==> src/rtl/dps_pkg.sv <==
package dps_pkg;
  typedef enum logic [2:0] {
    S_IDLE,
    S_WAIT_OFF,
    S_LOAD,
    S_SET_ON,
    S_WAIT_ON
  } dps_state_e;

  typedef struct packed {
    logic cdr_en;
    logic cdr_ext_en;
    logic dll_en;
    logic ck_out_en;
  } dps_ctl_t;
endpackage

==> src/rtl/dps_tick_gen.sv <==
module dps_tick_gen #(
  parameter int unsigned DIV = 100
) (
  input  logic clk_i,
  input  logic rst_ni,
  input  logic clr_i,
  output logic tick_o
);
  localparam int unsigned CW = (DIV > 1) ? $clog2(DIV) : 1;
  localparam logic [CW-1:0] LAST = CW'(DIV - 1);

  logic [CW-1:0] cnt_q;

  always_ff @(posedge clk_i or negedge rst_ni) begin
    if (!rst_ni)             cnt_q <= '0;
    else if (clr_i)          cnt_q <= '0;
    else if (cnt_q == LAST)  cnt_q <= '0;
    else                     cnt_q <= cnt_q + 1'b1;
  end

  assign tick_o = (cnt_q == LAST);
endmodule

==> src/rtl/dps_gray_enc.sv <==
module dps_gray_enc #(
  parameter int unsigned W = 4
) (
  input  logic [W-1:0] bin_i,
  output logic [W-1:0] gray_o
);
  assign gray_o[W-1] = bin_i[W-1];
  for (genvar i = 0; i < W - 1; i++) begin : g_bit
    assign gray_o[i] = bin_i[i] ^ bin_i[i+1];
  end
endmodule

==> src/rtl/dps_poll_cnt.sv <==
module dps_poll_cnt #(
  parameter int unsigned LIMIT = 50
) (
  input  logic clk_i,
  input  logic rst_ni,
  input  logic clr_i,
  input  logic tick_i,
  output logic last_o
);
  localparam int unsigned CW = (LIMIT > 1) ? $clog2(LIMIT) : 1;
  localparam logic [CW-1:0] LAST = CW'(LIMIT - 1);

  logic [CW-1:0] cnt_q;

  always_ff @(posedge clk_i or negedge rst_ni) begin
    if (!rst_ni)                      cnt_q <= '0;
    else if (clr_i)                   cnt_q <= '0;
    else if (tick_i && cnt_q != LAST) cnt_q <= cnt_q + 1'b1;
  end

  // high while the current sample is the final one allowed
  assign last_o = (cnt_q == LAST);
endmodule

==> src/rtl/dll_phase_seq.sv <==
module dll_phase_seq
  import dps_pkg::*;
#(
  parameter int unsigned PHASE_W    = 4,
  parameter int unsigned TICK_DIV   = 100,
  parameter int unsigned POLL_LIMIT = 50
) (
  input  logic               clk_i,
  input  logic               rst_ni,
  input  logic               start_i,
  input  logic [PHASE_W-1:0] phase_i,
  input  logic               ck_out_fb_i,
  output logic               cdr_en_o,
  output logic               cdr_ext_en_o,
  output logic               dll_en_o,
  output logic               ck_out_en_o,
  output logic [PHASE_W-1:0] sel_o,
  output logic               busy_o,
  output logic               done_o,
  output logic               timeout_o
);
  dps_state_e         state_q;
  dps_ctl_t           ctl_q;
  logic [PHASE_W-1:0] sel_q, pend_q, gray;
  logic               done_q, to_q;
  logic               tick, last, accept, poll_clr;

  assign accept   = (state_q == S_IDLE) && start_i;
  assign poll_clr = (state_q == S_IDLE) || (state_q == S_SET_ON);

  dps_tick_gen #(.DIV(TICK_DIV)) u_tick (
    .clk_i, .rst_ni, .clr_i(accept), .tick_o(tick)
  );

  dps_poll_cnt #(.LIMIT(POLL_LIMIT)) u_poll (
    .clk_i, .rst_ni, .clr_i(poll_clr), .tick_i(tick), .last_o(last)
  );

  dps_gray_enc #(.W(PHASE_W)) u_gray (
    .bin_i(phase_i), .gray_o(gray)
  );

  always_ff @(posedge clk_i or negedge rst_ni) begin
    if (!rst_ni) begin
      state_q <= S_IDLE;
      ctl_q   <= '0;
      sel_q   <= '0;
      pend_q  <= '0;
      done_q  <= 1'b0;
      to_q    <= 1'b0;
    end else begin
      done_q <= 1'b0;
      to_q   <= 1'b0;
      unique case (state_q)
        S_IDLE: if (start_i) begin
          pend_q           <= gray;
          ctl_q.cdr_en     <= 1'b0;
          ctl_q.ck_out_en  <= 1'b0;
          ctl_q.cdr_ext_en <= 1'b1;
          ctl_q.dll_en     <= 1'b1;
          state_q          <= S_WAIT_OFF;
        end
        S_WAIT_OFF: if (tick) begin
          if (!ck_out_fb_i) state_q <= S_LOAD;
          else if (last) begin
            to_q    <= 1'b1;
            state_q <= S_IDLE;
          end
        end
        S_LOAD: begin
          sel_q   <= pend_q;
          state_q <= S_SET_ON;
        end
        S_SET_ON: begin
          ctl_q.ck_out_en <= 1'b1;
          state_q         <= S_WAIT_ON;
        end
        S_WAIT_ON: if (tick) begin
          if (ck_out_fb_i) begin
            ctl_q.cdr_en     <= 1'b1;
            ctl_q.cdr_ext_en <= 1'b0;
            done_q           <= 1'b1;
            state_q          <= S_IDLE;
          end else if (last) begin
            to_q    <= 1'b1;
            state_q <= S_IDLE;
          end
        end
        default: state_q <= S_IDLE;
      endcase
    end
  end

  assign cdr_en_o     = ctl_q.cdr_en;
  assign cdr_ext_en_o = ctl_q.cdr_ext_en;
  assign dll_en_o     = ctl_q.dll_en;
  assign ck_out_en_o  = ctl_q.ck_out_en;
  assign sel_o        = sel_q;
  assign busy_o       = (state_q != S_IDLE);
  assign done_o       = done_q;
  assign timeout_o    = to_q;
endmodule

==> config.mk <==
export PLATFORM = sky130hd
export DESIGN_NAME = dll_phase_seq
export DESIGN_NICKNAME = d
export VERILOG_FILES = /design/src/rtl/dps_pkg.sv /design/src/rtl/dps_tick_gen.sv /design/src/rtl/dps_gray_enc.sv /design/src/rtl/dps_poll_cnt.sv /design/src/rtl/dll_phase_seq.sv
export SDC_FILE = /design/constraint.sdc
export NUM_CORES = 1
export LEC_CHECK = 0
export ABC_AREA = 1
export BUFFER_PORTS_ARGS = -buffer_cell sky130_fd_sc_hd__buf_2
export CORE_ASPECT_RATIO = 0.75
export CORE_MARGIN = 2
export CORE_UTILIZATION = 30
export DETAILED_ROUTE_END_ITERATION = 16
export SYNTH_ARGS = -nofsm -noshare
export SYNTH_HDL_FRONTEND = slang
export SYNTH_SLANG_ARGS = --single-unit
==> constraint.sdc <==
create_clock -name clk_i -period 1.5 [get_ports clk_i]
set_input_delay 0 -clock clk_i [delete_from_list [all_inputs] [get_ports clk_i]]
set_output_delay 0 -clock clk_i [all_outputs]
set_load 0.1 [all_outputs]
# Yosys cells after proc, flatten, opt, wreduce, memory -nomap -nowiden
# Index checks and enable logic that the tools add are counted.
[totals]
ram_bits = 0
regBits = 30
romBits = 0
latchBits = 0
n_memories = 0
[op_classes]
eq_ne = 11
shift = 0
bitwise_logic = 3
reduce_logical = 12
n_div = 0
magnitude_cmp = 0
add_sub_neg = 2
muxes = 25
mul = 0
[op_table]
columns = ["operator", "count"]
rows = [
  ["3-bit 2-to-1 mux", 6],
  ["3-bit one-hot mux with 5 select lines", 1],
  ["7-bit 2-to-1 mux", 2],
  ["6-bit 2-to-1 mux", 2],
  ["1-bit 2-to-1 mux", 8],
  ["7-bit by 1-bit adder with 7-bit output, second input constant", 1],
  ["7-bit == test, second input constant", 1],
  ["6-bit by 1-bit adder with 6-bit output, second input constant", 1],
  ["3-bit by 2-bit == test with 1-bit output, second input constant", 2],
  ["6-bit == test, second input constant", 1],
  ["6-bit inequality test, second input constant", 1],
  ["2-bit nonzero test", 3],
  ["2-bit 2-to-1 mux", 2],
  ["4-bit 2-to-1 mux", 1],
  ["2-bit by 1-bit inequality test with 1-bit output, second input constant", 2],
  ["2-bit inequality test, second input constant", 2],
  ["1-bit one-hot mux with 2 select lines", 2],
  ["2-bit one-hot mux with 2 select lines", 1],
  ["2-bit AND reduction", 2],
  ["4-bit AND reduction", 1],
  ["3-bit by 1-bit == test with 1-bit output, second input constant", 1],
  ["3-bit == test, second input constant", 1],
  ["3-bit logical NOT", 1],
  ["3-bit AND reduction", 1],
  ["4 further kinds", 7],
]

# Longest topological paths before layout
# Gate-level depths: netlist of the first run.
[logic_depth]
depth_word = 5
mapped_depth = 9
ltp_nobuf = 9

# By module
# Synthesis of the first run repeated with hierarchy kept, for this count alone.
[hier_totals]
hier_cells = 198
area_unflattened_um2 = 1597.8
[by_module_without_submodules]
columns = ["mod", "seq_area_each_um2", "instances", "cells_each", "area_per_inst_um2"]
rows = [
  ["dll_phase_seq", 425.4, 1, 85, 757.0],
  ["dps_poll_cnt", 150.1, 1, 55, 430.4],
  ["dps_tick_gen", 175.2, 1, 44, 354.1],
  ["dps_gray_enc", 0.0, 1, 14, 56.3],
]

# Worst setup path after synthesis of the first run
# OpenSTA, ideal clock, no wires.
[synth_timing]
kind = "register to register"
startpoint = "register state_q[1]"
endpoint = "register u_poll.cnt_q[0]"
synth_period_minus_slack_ns = 1.496
path_buffers = 0
arrival_time_ns = 1.375
slack_ns = 0.004
path_stages_with_launch = 7
cell_sequence = "dfrtp_1 nor2_2 nand2_2 nand2_1 inv_2 o21ai_2 o21ai_1"
[synth_between]
elab_chain_len = 3
elab_cells_between_ends = 5
[synth_rtl]
columns = ["element", "line", "rtl"]
rows = [
  ["from (decl)", "dll_phase_seq.sv:22", "dps_state_e state_q;"],
  ["from (signal assigned)", "dll_phase_seq.sv:45", "state_q <= S_IDLE;"],
  ["from (signal assigned)", "dll_phase_seq.sv:61", "state_q <= S_WAIT_OFF;"],
  ["from (signal assigned)", "dll_phase_seq.sv:64", "if (!ck_out_fb_i) state_q <= S_LOAD;"],
  ["3-bit by 2-bit == test with 1-bit output / 3-bit logical NOT (equally long branches)", "dll_phase_seq.sv:29", "assign poll_clr = (state_q == S_IDLE) || (state_q == S_SET_ON);"],
  ["1-bit logical OR *", "dll_phase_seq.sv:29", ""],
  ["6-bit 2-to-1 mux / 2-bit nonzero test (equally long branches)", "n/a", ""],
  ["to (signal assigned)", "dps_poll_cnt.sv:18", "else if (tick_i && cnt_q != LAST) cnt_q <= cnt_q + 1'b1;"],
  ["to (decl)", "dps_poll_cnt.sv:13", "logic [CW-1:0] cnt_q;"],
]
# Every way passes the cells marked *; elsewhere a longest branch is shown, timed or not.
# A chain may end at the register's enable or synchronous reset.

# Worst setup path after layout of the first run
[layout_timing]
startpoint = "register u_tick.cnt_q[1]"
endpoint = "register u_poll.cnt_q[5]"
[layout_between]
elab_chain_len = 3
[layout_rtl]
columns = ["element", "line", "rtl"]
rows = [
  ["from (decl)", "dps_tick_gen.sv:12", "logic [CW-1:0] cnt_q;"],
  ["from (signal assigned)", "dps_tick_gen.sv:18", "else cnt_q <= cnt_q + 1'b1;"],
  ["7-bit == test", "dps_tick_gen.sv:21", "assign tick_o = (cnt_q == LAST);"],
  ["1-bit logical AND", "dps_poll_cnt.sv:18", ""],
  ["2-bit nonzero test (no line)", "n/a", ""],
]
# No other way between the ends.

==> impl.org, run 1 <==
** Outcome
- The flow ran to the end, and the final reports show no timing, DRC or antenna violations.

** Timing
- Crit path setup slack, layout :: 0.105 ns
- Achievable clock frequency :: about 0.72 GHz
- Number of max-slew violations in the final report :: 0
- Worst Max-Slew Pin Slew :: 0.677 ns
- Final Setup Violations :: 0
- In this run the tightest slew margin relative to its limit is a little over half.
- The final critical path takes up 93.0% of the cycle.
- Final TNS setup :: 0 ns
- Final critical path time including I/O delays and setup :: 1.40 ns
- Tightest hold margin :: 0.00594 ns
- Clk_skew :: 0.00327 ns
- Final Hold Vio Count :: 0
- Unrepaired setup endpoints after global routing :: no

** Finish
- Fraction of final layout cells with drive strength greater than 1 :: 27.3%
- Registers take between 700 and 800 sq um.
- Total inserted antenna cells :: 0
- Area used by multi-input combinational logic :: between 600 and 700 sq um
- Final net count :: 220
- Count of fill cells added during filler insertion :: 499
- From synthesis to final layout, the design area changed by 19.2%.
- The finished cells cover between 1500 and 2000 sq um.

** GRT
- The number of antenna violations at the first check in global routing was 0.
- Total routing resource utilization after global routing :: 12.3%
- The number of global-route vias before repair came to 1158.
- Summed over all layers, the global routing overflow is 0.
- Pin count of the biggest net entering global routing :: 31
- The first global-routing pass estimated 5390 microns of wire.

** Worst setup path
- The worst setup path is captured at a flip-flop.
- Critical path required time :: 1.67 ns
- Kind of start point of the critical path :: flip-flop
- Register-to-register path setup slack :: 0.10 ns
- The worst register-to-register path has a depth of 8.
- The endpoint identified for the worst register-to-register timing path is u_poll.cnt_q[5].
- The worst register-to-register path begins at u_tick.cnt_q[1].
- Kind of critical path :: reg -> reg
- Of all nets on the critical path, the largest fanout is 8.
- Data on the critical path arrives at its endpoint at 1.56 ns.

** Synth
- The synthesized design devotes to its leading area cell type about half of total area.
- Share of flip-flops with an asynchronous set or reset after synthesis :: 100%
- The Yosys step of the flow raised 0 warnings.
- A synthesized cell averages 8.48 sq um.
- EDFF count, synth :: 0
- Summing the sequential cell areas from Yosys gives 49.7% of the chip area.
- In the synthesized netlist, the number of instances is 178.
- Synth area leader :: dfrtp_1
- Netlist area before placement :: 1510 sq um
- Synthesized Nets :: between 150 and 200
- Biggest area contributors in the synthesized netlist :: dfrtp_1 50%, nand2_1 12%, nor2_1 3.7%, nand3_1 3.3%, o21ai_1 3.0%
- Most frequently used cell type in the post-synthesis netlist :: nand2_1
- The most used flip-flop cell after synthesis is dfrtp_1.
- Synthesis-stage register bit count :: 30
- By count the netlist is led by 50 x nand2_1, 30 x dfrtp_1, 15 x nor2_1, 12 x inv_1, 11 x inv_2.
- The number of different library cells used by synthesis comes to 25.

** Place
- Placed wire-length estimate after detailed placement :: 2120 microns
- Gpl congestion :: between 0.7 and 0.8
- Post-placement cell area :: 1670 sq um
- Before CTS, the worst setup slack after placement is 0.0939 ns.
- Number of port buffers :: 18

** Detailed routing
- Post-DR wirelength/cell :: roughly 11 microns
- After detailed routing, the number of remaining DRC violations is 0.
- The pre-antenna-repair detailed-routing pass consisted of 4 iterations.
- Routed vias :: 1219
- Average via count per standard cell :: 4.53
- The routed design has about 3000 microns of wire.
- Antenna violation net count after detailed routing :: 0
- DRC violation total after the first TritonRoute iteration :: 80

** Clocking
- TritonCTS clock tree :: built
- The clock tree synthesis step divided the H-tree into 2 levels.
- The clock net in this run drives a total of 30 sinks.
- Clock-pin slew was measured on the worst setup and hold paths at about 0.06 ns.
- Clock insertion delay at the later pin of the skew report :: 0.28 ns
- Number of buffers created by CTS :: 5
- Maximum clock path buffer count :: 2
- Clk root buf :: clkbuf_8

** Floorplanning
- DIE HEIGHT :: 65.4 microns
- The initial utilization of the core area, before any placement, comes to between 30% and 40%.
- Die Wd :: 85.9 microns
- Pin placement for this block handled 19 I/O pins.
- Total Die Area :: 5620 sq um
- Placement row count :: 22
- Placeable core region :: around 4900 sq um

** Job
- Max-cap violations in this run came to 0.

** Power and ir drop
- Design Power :: about 3.6 mW
- The analysis attributes to cell leakage a power of 0.920 nW.
- Dividing total power by cell area gives a power density of 1990 nW/um^2.
- IR analysis of the VDD net gives a maximum drop of 0.00140 V.

** Min path
- Type of the tightest min-delay check :: in -> reg
- The worst hold path terminates at pend_q[0].
- Along the worst hold path, the cell count comes to 3.
- In this run the most critical hold path is launched from phase_i[0].
flip-flops by register name (all words and copies together), names as in the netlist:
name and cells:
u_tick.cnt_q 7, u_poll.cnt_q 6, pend_q 4, sel_o 4, state_q 3, cdr_en_o 1
cdr_ext_en_o 1, ck_out_en_o 1, dll_en_o 1, done_o 1, timeout_o 1
kinds of logic (layout without fill, tap and decap cells):
logic type	after synthesis	in the layout	synth area share (%)
compound gates	14	14	5.14
flops	30	30	49.7
fa+ha+maj	3	3	2.49
xor+xnor	7	7	4.06
buf+inv	24	55	6.46
simple gates	100	100	32.1
through the flow:
stage / instances / util, %
after floorplan: 178 / -
after global routing: 269 / 37.0
after global placement: 256 / 34.3
after CTS: 265 / 36.3
after detailed placement: 256 / 34.3
final: 269 / 37.0
worst max-delay path by stage:
| stage | from | end | slack (ns) | cells after the start |
|---|---|---|---|---|
| after detailed placement | u_tick.cnt_q[0] | u_poll.cnt_q[5] | 0.09 | 8 |
| after CTS | u_tick.cnt_q[0] | u_poll.cnt_q[5] | 0.08 | 8 |
| after global placement | u_tick.cnt_q[0] | u_poll.cnt_q[3] | 0.15 | 8 |
| final | u_tick.cnt_q[1] | u_poll.cnt_q[5] | 0.10 | 8 |
| after floorplan | state_q[1] | u_poll.cnt_q[0] | 0.004 | 6 |
| after global routing | u_tick.cnt_q[0] | u_poll.cnt_q[5] | 0.006 | 8 |
area by class of cell:
class                   count  share of cell area (%)
flip-flops and latches     30                    41.7
multi-input cells         124                    36.9
repair buffers             25                    8.20
inverters                  23                    4.79
clock buffers               7                    4.24
well taps                  60                    4.17
timing repair:
item                       4_1_cts  5_1_grt
setup buffers                    0        4
gates resized for setup          0        1
hold buffers                     2        0
hold endpoints to repair        31        0
setup endpoints to repair        0        9
metal layers:
metal	routed length [microns]	GRT usage (%)
met5	0	0
met4	29	3.57
met3	166	4.27
met2	1230	16.5
met1	1570	18.4
placed cells by master, fill, tap and decap left out, types with 2 or more instances in the layout:
master / instances
nand2_1: 50
dfrtp_1: 30
buf_2: 18
nor2_1: 15
inv_1: 12
inv_2: 11
nand3_1: 10
o21ai_1: 9
nand4_1: 7
nor2_2: 5
clkbuf_8: 5
buf_4: 5
xnor2_1: 4
nor2_4: 3
xor2_1: 3
nand2_2: 3
nand3_2: 2
o21ai_0: 2
ha_1: 2
clkbuf_1: 2
dlygate4sd3_1: 2
critical path: stages, from the launching register on:
cell and delay, ns:
dfrtp_1 0.37, ha_2 0.21, inv_2 0.05, nor2_4 0.09
nand3_4 0.15, nor2_4 0.23, nor2_2 0.07, nand2_1 0.06
nand2_1 0.05
power breakdown:
part | internal (mW) | leakage, nW | switching [mW]
clock | 0.319 | 0.0383 | 0.286
combinational | 0.452 | 0.492 | 1.32
sequential | 1.04 | 0.390 | 0.169
total | 1.81 | 0.920 | 1.78
Note: power is estimated with default switching activity, not from simulation.
==> run 2: changes to the inputs <==
PLACE_DENSITY = 0.47   (was default)
==> impl.org, run 2 (synthesis results as in run 1) <==
** Clocking
- Clock insertion delay at the later pin of the skew report :: around 0.28 ns
- Clock-pin slew was measured on the worst setup and hold paths at 0.06 ns.
- Number of clock sinks seen by CTS :: 30
- CTS H-Tree Depth :: 2
- CTS placed an instance of clkbuf_8 at the clock tree root.
- Maximum clock path buffer count :: 2
- TritonCTS built the clock tree.
- Counting the buffers created by CTS gives 5.

** Timing
- Relative slew slack :: a little under three fifths
- For the final routed database, the setup TNS stands at 0 ns.
- Final Setup Violations :: 0
- Dividing the final minimum period by the clock period gives around 94%.
- The final number of max-transition violations is 0.
- Final Hold Vio Count :: 0
- The clock period could shrink to 1.41 ns.
- Derived from the worst setup path, the maximum achievable clock frequency is 0.708 GHz.
- The worst path meets setup with 0.0884 ns of slack.
- Clk_skew :: roughly 0.0027 ns
- For the pin with the worst max-slew slack, the measured transition is 0.670 ns.

** Power and ir drop
- Static leakage :: 0.938 nW
- The worst-case IR drop observed on VDD is approximately 0.0013 V.
- For this design the ratio of total power to cell area is 2010 nW/um^2.

** Finish
- Fraction of final layout cells with drive strength greater than 1 :: 28.1%
- Flip-flop count of the largest register after layout :: 7
- Biggest registers after layout :: u_tick.cnt_q x7, u_poll.cnt_q x6
- Leaving out filler cells and counting taps, the final layout contains 270.
- Most common cell after layout, fill and taps aside :: nand2_1
- The number of antenna diodes in the final layout is 0.
- Final standard cell utilization of the core :: 37.7%
- Reg with most FFs :: u_tick.cnt_q
- Leaving out fill and tap cells, the most frequent cells in the layout are 50 x nand2_1, 30 x dfrtp_1, 18 x buf_2, 15 x nor2_1, 12 x inv_1.
- Synthesis-to-finish area growth :: 21.6%
- Final net count :: 220

** Job
- Max-cap viol count :: 0

** Floorplanning
- In this run the count of I/O pins placed on the die edge is 19.
- Effective utilization at floorplan :: 31.0%
- The region available for standard cell placement spans 4870 sq um.
- Placement row count :: 22
- DIE HEIGHT :: about 65 microns
- Total Die Area :: 5620 sq um
- The floorplan step set the die width to 85.9 microns.

** Detailed routing
- Dividing the detail-routed wire length by the instance count gives between 10 and 15 microns.
- DRC violation total after the first TritonRoute iteration :: 76
- Router iterations before antenna repair :: 4
- DRC Markers :: 0
- Average via count per standard cell :: 4.34
- Antenna violation net count after detailed routing :: 0
- Routed vias :: around 1200
- Summed over all layers, the routed wires come to 3000 microns.

** Min path
- Type of the tightest min-delay check :: in -> reg

** Place
- Input and output buffers added on the ports amount to 18.
- Placed cells :: 256
- At the end of routability-driven placement, the weighted congestion stood at ~0.76.
- Placed wire-length estimate after detailed placement :: 2160 microns
- At the placement stage, the worst setup path has a slack of 0.105 ns.

** Outcome
- The flow ran to the end, and the final reports show no timing, DRC or antenna violations.

** Worst setup path
- By startpoint and endpoint, the worst setup path is classified as reg -> reg.
- Critical path data arrival time :: 1.63 ns
- Setup crit end kind :: flip-flop
- Critical path peak fanout :: 7
- Critical path required time :: 1.72 ns
- Kind of start point of the critical path :: flip-flop

** GRT
- The number of global-route vias before repair is 1129.
- Antenna violations before repair :: 0
- Global routing consumed, over all layers together, 12.6% of the routing resources.
- For this run the aggregate overflow at the end of global routing stands at 0.
- The first global-routing pass estimated 5350 microns of wire.
- Pin count of the biggest net entering global routing :: 31
[run 2: cell count changes in the layout (fill, tap and decap cells not counted), sizes merged]
cell	previous run	this run
buf	23	22
dlygate4sd3	2	3
clkbuf	7	8
[run 2: routing by layer]
layer,global-route usage (%),part of all wire [%]
met5,0,0
met4,7.14,2.5
met3,3.27,3.8
met2,16.7,41
met1,18.4,53
[run 2: final cells by class]
cell class | instances | area, sq um
fill | 504 | 3040
multi-input combinational | 124 | 664
inverter | 23 | 86.3
clock buffer | 8 | 110
sequential | 30 | 751
timing repair buffer | 25 | 150
tap | 60 | 75.1
[run 2: worst paths after layout]
check                                 from         endpoint  slack, ns  cells past startpoint
max                        u_tick.cnt_q[0]       state_q[1]       0.09                      7
min                             phase_i[2]        pend_q[2]       0.01                      3
max in group asynchronous           rst_ni  u_tick.cnt_q[2]       0.78                      2
max reg2reg                u_tick.cnt_q[0]       state_q[1]       0.09                      7
min reg2reg                       dll_en_o         dll_en_o       0.47                      1
min in group asynchronous           rst_ni       state_q[1]       0.28                      2
[run 2: power by group]
part	switching, mW	leakage, nW	internal (mW)	total, mW
combinational	1.30	0.491	0.421	1.72
clock	0.305	0.0575	0.463	0.768
sequential	0.170	0.390	1.04	1.21
total	1.77	0.938	1.92	3.69
[run 2: critical path, cell delays in order, from the launching register on]
cell and delay [ns]:
dfrtp_1 0.38, ha_2 0.22, inv_2 0.05, nor2_4 0.09, nand3_4 0.13, buf_4 0.17
a21oi_2 0.14, and2_1 0.16
[run 2: through the flow]
stage	power (mW)	hold slack [ns]	instance area (sq um)
after CTS	3.70	0.00795	1810
after detailed placement	2.91	0.0888	1670
final	3.69	0.0121	1840
after floorplan	2.61	-0.296	1510
after global routing	3.98	0.0463	1840
after global placement	2.94	0.0910	1670
[run 2: timing repair]
action,4_1_cts,5_1_grt
setup buffers,0,3
hold buffers,3,0
endpoints found under the hold margin,32,0
setup endpoints to repair,0,6
gates resized for setup,0,1
==> run 3: changes to the inputs <==
PLACE_DENSITY = 0.48   (was 0.47)
clock period = 1.2 ns   (was 1.5 ns; I/O delays follow)
==> impl.org, run 3 (synthesis results as in run 1) <==
** Clocking
- TritonCTS clock tree :: built
- Clk root buf :: clkbuf_8
- Counting along the longest clock path gives a buffer depth of 2.
- Buffers inserted during clock tree synthesis total 5.
- The H-tree generated during clock tree synthesis spans 2 levels.
- Clock transition time at the flip-flop clock pins of the worst setup and hold paths :: 0.07 ns
- Clock insertion delay at the later pin of the skew report :: 0.28 ns
- Number of clock sinks seen by CTS :: 30

** Worst setup path
- Combined buffer and inverter count along the critical path :: 4
- Critical path required time :: 1.20 ns
- Gate family responsible for the most delay along the worst path :: buffers and inverters
- The largest single stage delay on the critical path is 0.44 ns.
- The largest individual stage delay along the critical path comes from the cell dfrtp_1.
- The most numerous cell type found on the critical path is buf_12.
- The critical path goes through inv_2, buf_12, nand2_8, buf_6, buf_12.
- Critical path data arrival time :: 1.34 ns
- Kind of critical path :: reg -> out
- Along the worst path, the maximum fanout reaches 5.
- Setup crit end kind :: output port
- STA classifies the critical path startpoint as a flip-flop.
- In this run the number of cells on the critical path is 5.
- Measured in cells, the most critical reg-to-reg path has a length of 8.

** Finish
- The largest registers in the layout are u_tick.cnt_q x7, u_poll.cnt_q x6.
- Most frequent cells in the layout :: 39 x nand2_1, 29 x dfrtp_1, 23 x buf_4, 17 x buf_2, 11 x inv_1
- Final net count :: 247
- Once layout is done, the placed cells without fillers occupy 2300 sq um.
- Final standard cell utilization of the core :: between 40% and 50%
- Reg with most FFs :: u_tick.cnt_q
- Finished Layout Cells :: 297
- The library cell used most frequently in the layout, excluding fill and tap cells, is nand2_1.
- The number of antenna diodes in the final layout is 0.
- Fraction of final layout cells with drive strength greater than 1 :: between 40 and 50%
- Flip-flop count of the largest register after layout :: 7
- From synthesis to final layout, the design area changed by 52.1%.

** GRT
- First-pass GRT wire length :: 5880 microns
- Global routing consumed, over all layers together, 13.9% of the routing resources.
- The total overflow left after global routing is 0.
- Antenna violations before repair :: 0
- Pin count of the biggest net entering global routing :: 18
- The number of global-route vias before repair came to about 1300.

** Timing
- Final Hold Vio Count :: 0
- On the final layout, the worst clock skew is 0.00632 ns.
- Worst Max-Slew Pin Slew :: 0.492 ns
- Portion of the clock cycle consumed by the worst path in the final layout :: 112%
- Number of max-slew violations in the final report :: 0
- For this run, the top clock speed supported by timing is 0.745 GHz.
- Setup slack on the critical path of the routed design comes to -0.142 ns.
- Setup violations remaining at the end of the flow were counted as 21.
- Relative slew slack :: 67.4%
- Setup repair after global routing could not meet its margin everywhere.
- Final critical path time including I/O delays and setup :: about 1.3 ns

** Detailed routing
- Routed vias :: 1298
- In this run, the number of DRC markers left after iteration 0 of detailed routing was 57.
- Antenna violation net count after detailed routing :: 0
- Average via count per standard cell :: approximately 4.4
- Post-DR wirelength/cell :: 11.8 microns
- Total wire length :: 3500 microns
- After detailed routing, the number of remaining DRC violations is 0.
- Router iterations before antenna repair :: 4

** Place
- Gpl congestion :: 0.784
- Once placement finished, the instance area stood at 1940 sq um.
- Port buffering added 18 buffers.
- Placed cells :: 280
- Detailed placement ended at an HPWL of ~2400 microns.

** Floorplanning
- In this run the horizontal extent of the chip is about 86 microns.
- In this run the vertical extent of the chip is 65.4 microns.
- Placement row count :: 22
- Effective utilization at floorplan :: 31.0%
- The region available for standard cell placement spans 4870 sq um.
- The floorplan step defined a die boundary enclosing 5620 sq um.
- 19 I/O pins were placed.

** Power and ir drop
- Power spread over the standard cell area amounts to 2590 nW/um^2.
- Across the VDD grid, the largest voltage drop is 0.00165 V.
- Total power for the finished layout comes to 5.96 mW.
- Static leakage :: approximately 1.2 nW

** Min path
- The tightest min-delay check is of the in -> reg type.
- Counting instances, the worst hold path has a depth of 3.

** Job
- Max-cap violations in this run came to 0.

** Outcome
- Outcome :: complete, but fails checks
- The checks that failed: setup timing.
## run 3: cell count changes in the layout (fill, tap and decap cells not counted), sizes merged
cell and delta:
buf +27, bufinv +2, clkbuf -2
## run 3: path summary, 6_finish.rpt
check | start | end | slack (ns)
min in group asynchronous | rst_ni | u_poll.cnt_q[5] | 0.16
setup reg to reg | u_tick.cnt_q[0] | state_q[0] | -0.13
setup / recovery | state_q[2] | busy_o | -0.14
hold reg to reg | dll_en_o | dll_en_o | 0.48
max in group asynchronous | rst_ni | dll_en_o | 0.61
hold / removal | phase_i[1] | pend_q[0] | 0.02
## run 3: power by group
part	internal (mW)	switching (mW)	leakage, nW
combinational	1.15	2.01	0.695
sequential	1.30	0.212	0.389
clock	0.886	0.403	0.0714
total	3.33	2.62	1.16
## run 3: what timing repair did
| item | CTS | global route |
|---|---|---|
| endpoints found under the hold margin | 32 | 0 |
| cloned | 0 | 1 |
| gates resized for setup | 8 | 30 |
| pin swaps | 3 | 3 |
| endpoints found under the setup margin | 18 | 30 |
| setup buffers | 4 | 1 |
| hold buffers | 3 | 0 |
## run 3: worst register-to-register path, delay by kind of cell (launching register included)
kind,cells,cell delay [ns]
adder cells (fa/ha/maj),1,0.19
buffers and inverters,2,0.22
AO/OA/AOI/OAI,1,0.14
AND/OR/NAND/NOR,4,0.38
flip-flops,1,0.35
## run 3: metal layers
metal  wire length, microns  GRT usage, %  part of all wire [%]  up-vias
li1                       -             -                     -      682
met4                     48          5.36                   1.4        0
met3                    104          3.77                   3.0        6
met2                   1600          20.7                    46       15
met1                   1750          19.1                    50      595
met5                      0             0                     0        -
## run 3: final cells by class
type                            instances  area, sq um
Fill cell                             462         2570
Multi-Input combinational cell        124          812
Sequential cell                        30          752
Timing Repair Buffer                   52          424
Inverter                               23         91.3
Clock buffer                            6         82.6
Tap cell                               60         75.1
Clock inverter                          2         60.1
## run 3: stage by stage
stage | setup WS, ns | hold slack, ns | TNS, ns
2_1_floorplan | -0.0503 | -0.296 | -0.198
3_3_place_gp | -0.0790 | -0.0585 | -0.661
3_5_place_dp | -0.0905 | -0.0608 | -0.707
4_1_cts | -0.0975 | 0.0111 | -0.769
5_1_grt | -0.234 | 0.0322 | -3.35
6_report | -0.142 | 0.0161 | -1.10
